### src/rtl/macro_alu.sv
module macro_alu #(
  parameter int DW = 32
) (
  input  logic          clk,
  input  logic          rst_n,
  input  logic          en,
  input  logic [4:0]    op,
  input  logic [DW-1:0] a,
  input  logic [DW-1:0] b,
  output logic [DW-1:0] result,
  output logic          carry,
  output logic          illegal
);

  localparam logic [4:0] OP_ADD  = 5'd0;
  localparam logic [4:0] OP_ADC  = 5'd1;
  localparam logic [4:0] OP_SUB  = 5'd2;
  localparam logic [4:0] OP_SBB  = 5'd3;
  localparam logic [4:0] OP_XOR  = 5'd8;
  localparam logic [4:0] OP_OR   = 5'd9;
  localparam logic [4:0] OP_AND  = 5'd10;
  localparam logic [4:0] OP_ANDN = 5'd11;
  localparam logic [4:0] OP_NAND = 5'd12;

  logic          arith;
  logic          inv_b;
  logic          cin;
  logic [DW-1:0] b_eff;
  logic [DW:0]   sum;

  // Codes 0..3 share one adder: bit 1 inverts b, bit 0 feeds the stored carry.
  assign arith = (op[4:2] == 3'b000);
  assign inv_b = op[1];
  assign b_eff = inv_b ? ~b : b;
  assign cin   = op[0] ? carry : inv_b;
  assign sum   = {1'b0, a} + {1'b0, b_eff} + {{DW{1'b0}}, cin};

  always_comb begin
    illegal = 1'b0;
    unique case (op)
      OP_ADD, OP_ADC, OP_SUB, OP_SBB: result = sum[DW-1:0];
      OP_XOR:  result = a ^ b;
      OP_OR:   result = a | b;
      OP_AND:  result = a & b;
      OP_ANDN: result = a & ~b;
      OP_NAND: result = ~(a & b);
      default: begin
        result  = '0;
        illegal = 1'b1;
      end
    endcase
  end

  always_ff @(posedge clk or negedge rst_n) begin
    if (!rst_n)          carry <= 1'b0;
    else if (en && arith) carry <= sum[DW];
  end

endmodule

### config.mk
export PLATFORM = sky130hd
export DESIGN_NAME = macro_alu
export DESIGN_NICKNAME = d
export VERILOG_FILES = /design/src/rtl/macro_alu.sv
export SDC_FILE = /design/constraint.sdc
export NUM_CORES = 1
export LEC_CHECK = 0
export BUFFER_PORTS_ARGS = -buffer_cell sky130_fd_sc_hd__buf_2
export CAP_MARGIN = 20
export CORE_MARGIN = 2
export CORE_UTILIZATION = 36
export CTS_CLUSTER_SIZE = 20
export DETAILED_ROUTE_END_ITERATION = 6
export PLACE_DENSITY = 0.6
export SYNTH_ARGS = -nofsm -noshare
export SYNTH_HDL_FRONTEND = slang
export SYNTH_SLANG_ARGS = --single-unit
### constraint.sdc
create_clock -name clk -period 7.6 [get_ports clk]
set_input_delay 0.38 -clock clk [delete_from_list [all_inputs] [get_ports clk]]
set_output_delay 0.38 -clock clk [all_outputs]
set_load 0.05 [all_outputs]
==> reports/results.ini <==
[outcome]
outcome = completed

[timing]
setup_repair_after_global_routing_missed_its_margin = no
post_layout_min_period_ps = 4050
max_freq_mhz = 247
hold_slack_ps = 155
report.final.hold_viol_count = 0
tightest_slew_ps = 1040
finalCritPeriodShare_pct = 53.3
timing.max_slew.rel_slack_pct = 30.5
totalNegativeSetupSlack_ps = 0
finalMaxSlewViolations = 0
finalSetupViolCount = 0
worst_clock_skew_ps = 0

[clocking]
worstSkewPairLatency_ps = 0
cts.reportedPaths.clkPinSlew_ps = 0
cts_hold_repair.buffers = 0
post_cts_resized = 0
cts_setup_buffers = 0

[hold_path]
path_category_of_the_worst_min_delay_check = primary input to async pin

[placement]
hpwlAfterDp_mm = 11.1
port_buffers = 105
globalplace.congestion = 0.853

[logic_synthesis]
synth_warnings = 0
synth-async-reset-ratio_pct = 100
mappedNetlistNets = 816
mappedNetlistArea_sq_um = 4590
ys_types = 60
synth_edf_count = 0
ys_seq_area_share_pct = 0.545
yosys_most_used_dff = dfrtp_1
syn_area_cell_sq_um = 7.47
postSynthCellCount = 615
synth-seq-cells = 1

[pwr]
ir_drop_mv = 0.0341
power.leakage_uw = 0.00273
pwr_dens_nw_per_um2 = 87.0

[floorplan]
ioPinCount = 106
placeableCoreArea_sq_um = 12500
chipWidth_um = 117
chipHeight_um = 117
design.die.area_sq_um = 13700
start_util_pct = 36.7
rows = 41

[setup_path]
worstSetupPathType = primary input to primary output
reg2reg_from = carry$_DFFE_PN0P_
cp-end-kind = primary output
worst-r2r-setup-slack_ps = 4570
data_required_time_of_the_worst_path_ps = 7220
timing.critical_path.from = op[1]
crit_arrival_ps = 3670
crit-reg2reg-capture = carry$_DFFE_PN0P_
launching_element_type_of_the_critical_path = primary input
critPathMaxFanout = 16
reg2regPathDepth = 13

[finish]
layout.filler_cells = 1343
layout_top_registers = carry x1
area.sequential_sq_um = 25.0
finalNetCount = 899
largest_register_ff_count = 1
flow.area_growth_from_synthesis_pct = 15.1
drive_above_1_share_pct = 19.3
finalCoreUtilization_pct = 42.2
multiInputGateArea_sq_um = 4200
regMostFlops = carry
antenna_cells = 0

[detailed_routing]
detail-route-antenna-nets = 0
num_vias = 4736
drc = 0
vias_per_cell = 5.46
drt-initial-drc-count = 241
total_length_of_routed_wires_mm = 13.8
detail_route.wl_per_cell_um = 15.9
dr.pass1.iters = 5

[global_route]
global_route.usage.total_pct = 19.8
overflow = 0
initial_antenna_violation_count = 0
grt_pass1_wl_mm = 22.5
maximum_number_of_pins_on_one_net_before_global_route_repair = 30
first_global_vias = 4792

[job]
drv_cap = 0

[layout make-up]
cell class,instances,area share [%]
inverters,68,4.83
multi-input cells,514,79.5
flip-flops and latches,1,0.473
well taps,172,4.07
repair buffers,113,11.1
[critical path, stage by stage]
cell,delay [ps]
buf_2,240
nand2b_1,170
nand2_1,90
fa_1,440
inv_1,90
fa_1,170
nand2b_1,160
a21oi_1,110
o31a_1,300
a31o_4,300
a21boi_0,300
o21ai_0,190
xnor2_1,160
o221ai_1,240
buf_2,320
[layer usage]
layer | GRT usage, % | wire (um) | vias to the layer above | share of wire [%]
met5 | 0 | 0 | - | 0
met4 | 2.35 | 131 | 0 | 0.95
met2 | 37.5 | 6880 | 104 | 50
met3 | 0.257 | 459 | 8 | 3.3
met1 | 26.0 | 6360 | 2238 | 46
li1 | - | - | 2386 | -
[metrics by stage]
step                      cell area [sq um]  worst slack [ps]  total power [uW]  cells
final                                  5290              3550               460    868
after global routing                   5290              3250               510    868
after CTS                              5290              3540               460    868
after detailed placement               5290              3560               457    868
after global placement                 5290              3580               447    868
after floorplan                        4590              3100               336    615
[worst max path at each step]
stage	endpoint	slack [ps]
after detailed placement	result[18]	3560
after CTS	result[18]	3540
final	result[18]	3550
after floorplan	result[25]	3100
after global routing	result[18]	3250
after global placement	result[18]	3580
[Yosys cell counts (12+ instances only)]
cell type | number | area, sq um
nand2_1 | 56 | 210
nor2_1 | 22 | 82.6
a221oi_1 | 26 | 228
xor2_1 | 44 | 385
xnor2_1 | 12 | 105
a21oi_1 | 41 | 205
o21ai_0 | 35 | 175
o221ai_1 | 23 | 201
nor3_1 | 12 | 60.1
ha_1 | 127 | 1590
inv_1 | 68 | 255
clkbuf_1 | 26 | 97.6
[logic make-up after synthesis]
kind of cell | after synthesis | synth area share (%)
AO/OA/AOI/OAI | 188 | 29.6
AND/OR/NAND/NOR | 136 | 14.2
adder cells (fa/ha/maj) | 129 | 35.5
buffers and inverters | 100 | 8.28
XOR/XNOR | 56 | 10.7
multiplexers | 5 | 1.23
flip-flops | 1 | 0.545
[layout by cell type (no fill, tap or decap), types with 3 or more instances in the layout]
master | netlist | final
a211oi_1 | 5 | 5
a21o_1 | 10 | 10
a21oi_1 | 41 | 41
a221oi_1 | 26 | 26
a31oi_1 | 3 | 3
and3_1 | 4 | 4
and4_1 | 3 | 3
buf_2 | 4 | 105
buf_4 | 0 | 8
ha_1 | 127 | 127
inv_1 | 68 | 68
mux2_2 | 5 | 5
nand2_1 | 56 | 56
nand2b_1 | 8 | 8
nand3_1 | 5 | 5
nand4_1 | 4 | 4
nor2_1 | 22 | 22
nor2b_1 | 9 | 9
nor3_1 | 12 | 10
nor4_1 | 4 | 3
o2111ai_1 | 3 | 3
o211ai_1 | 6 | 6
o21a_1 | 6 | 6
o21ai_0 | 35 | 35
o21ai_1 | 4 | 4
o21bai_1 | 3 | 3
o221ai_1 | 23 | 23
xnor2_1 | 12 | 12
xor2_1 | 44 | 44
[power breakdown]
| group | switching (uW) | total, uW | internal [uW] |
|---|---|---|---|
| clock | 0 | 0 | 0 |
| combinational | 288 | 452 | 163 |
| sequential | 1.35 | 8.11 | 6.76 |
| total | 290 | 460 | 170 |
No activity file was read; power rests on OpenSTA's default activity.
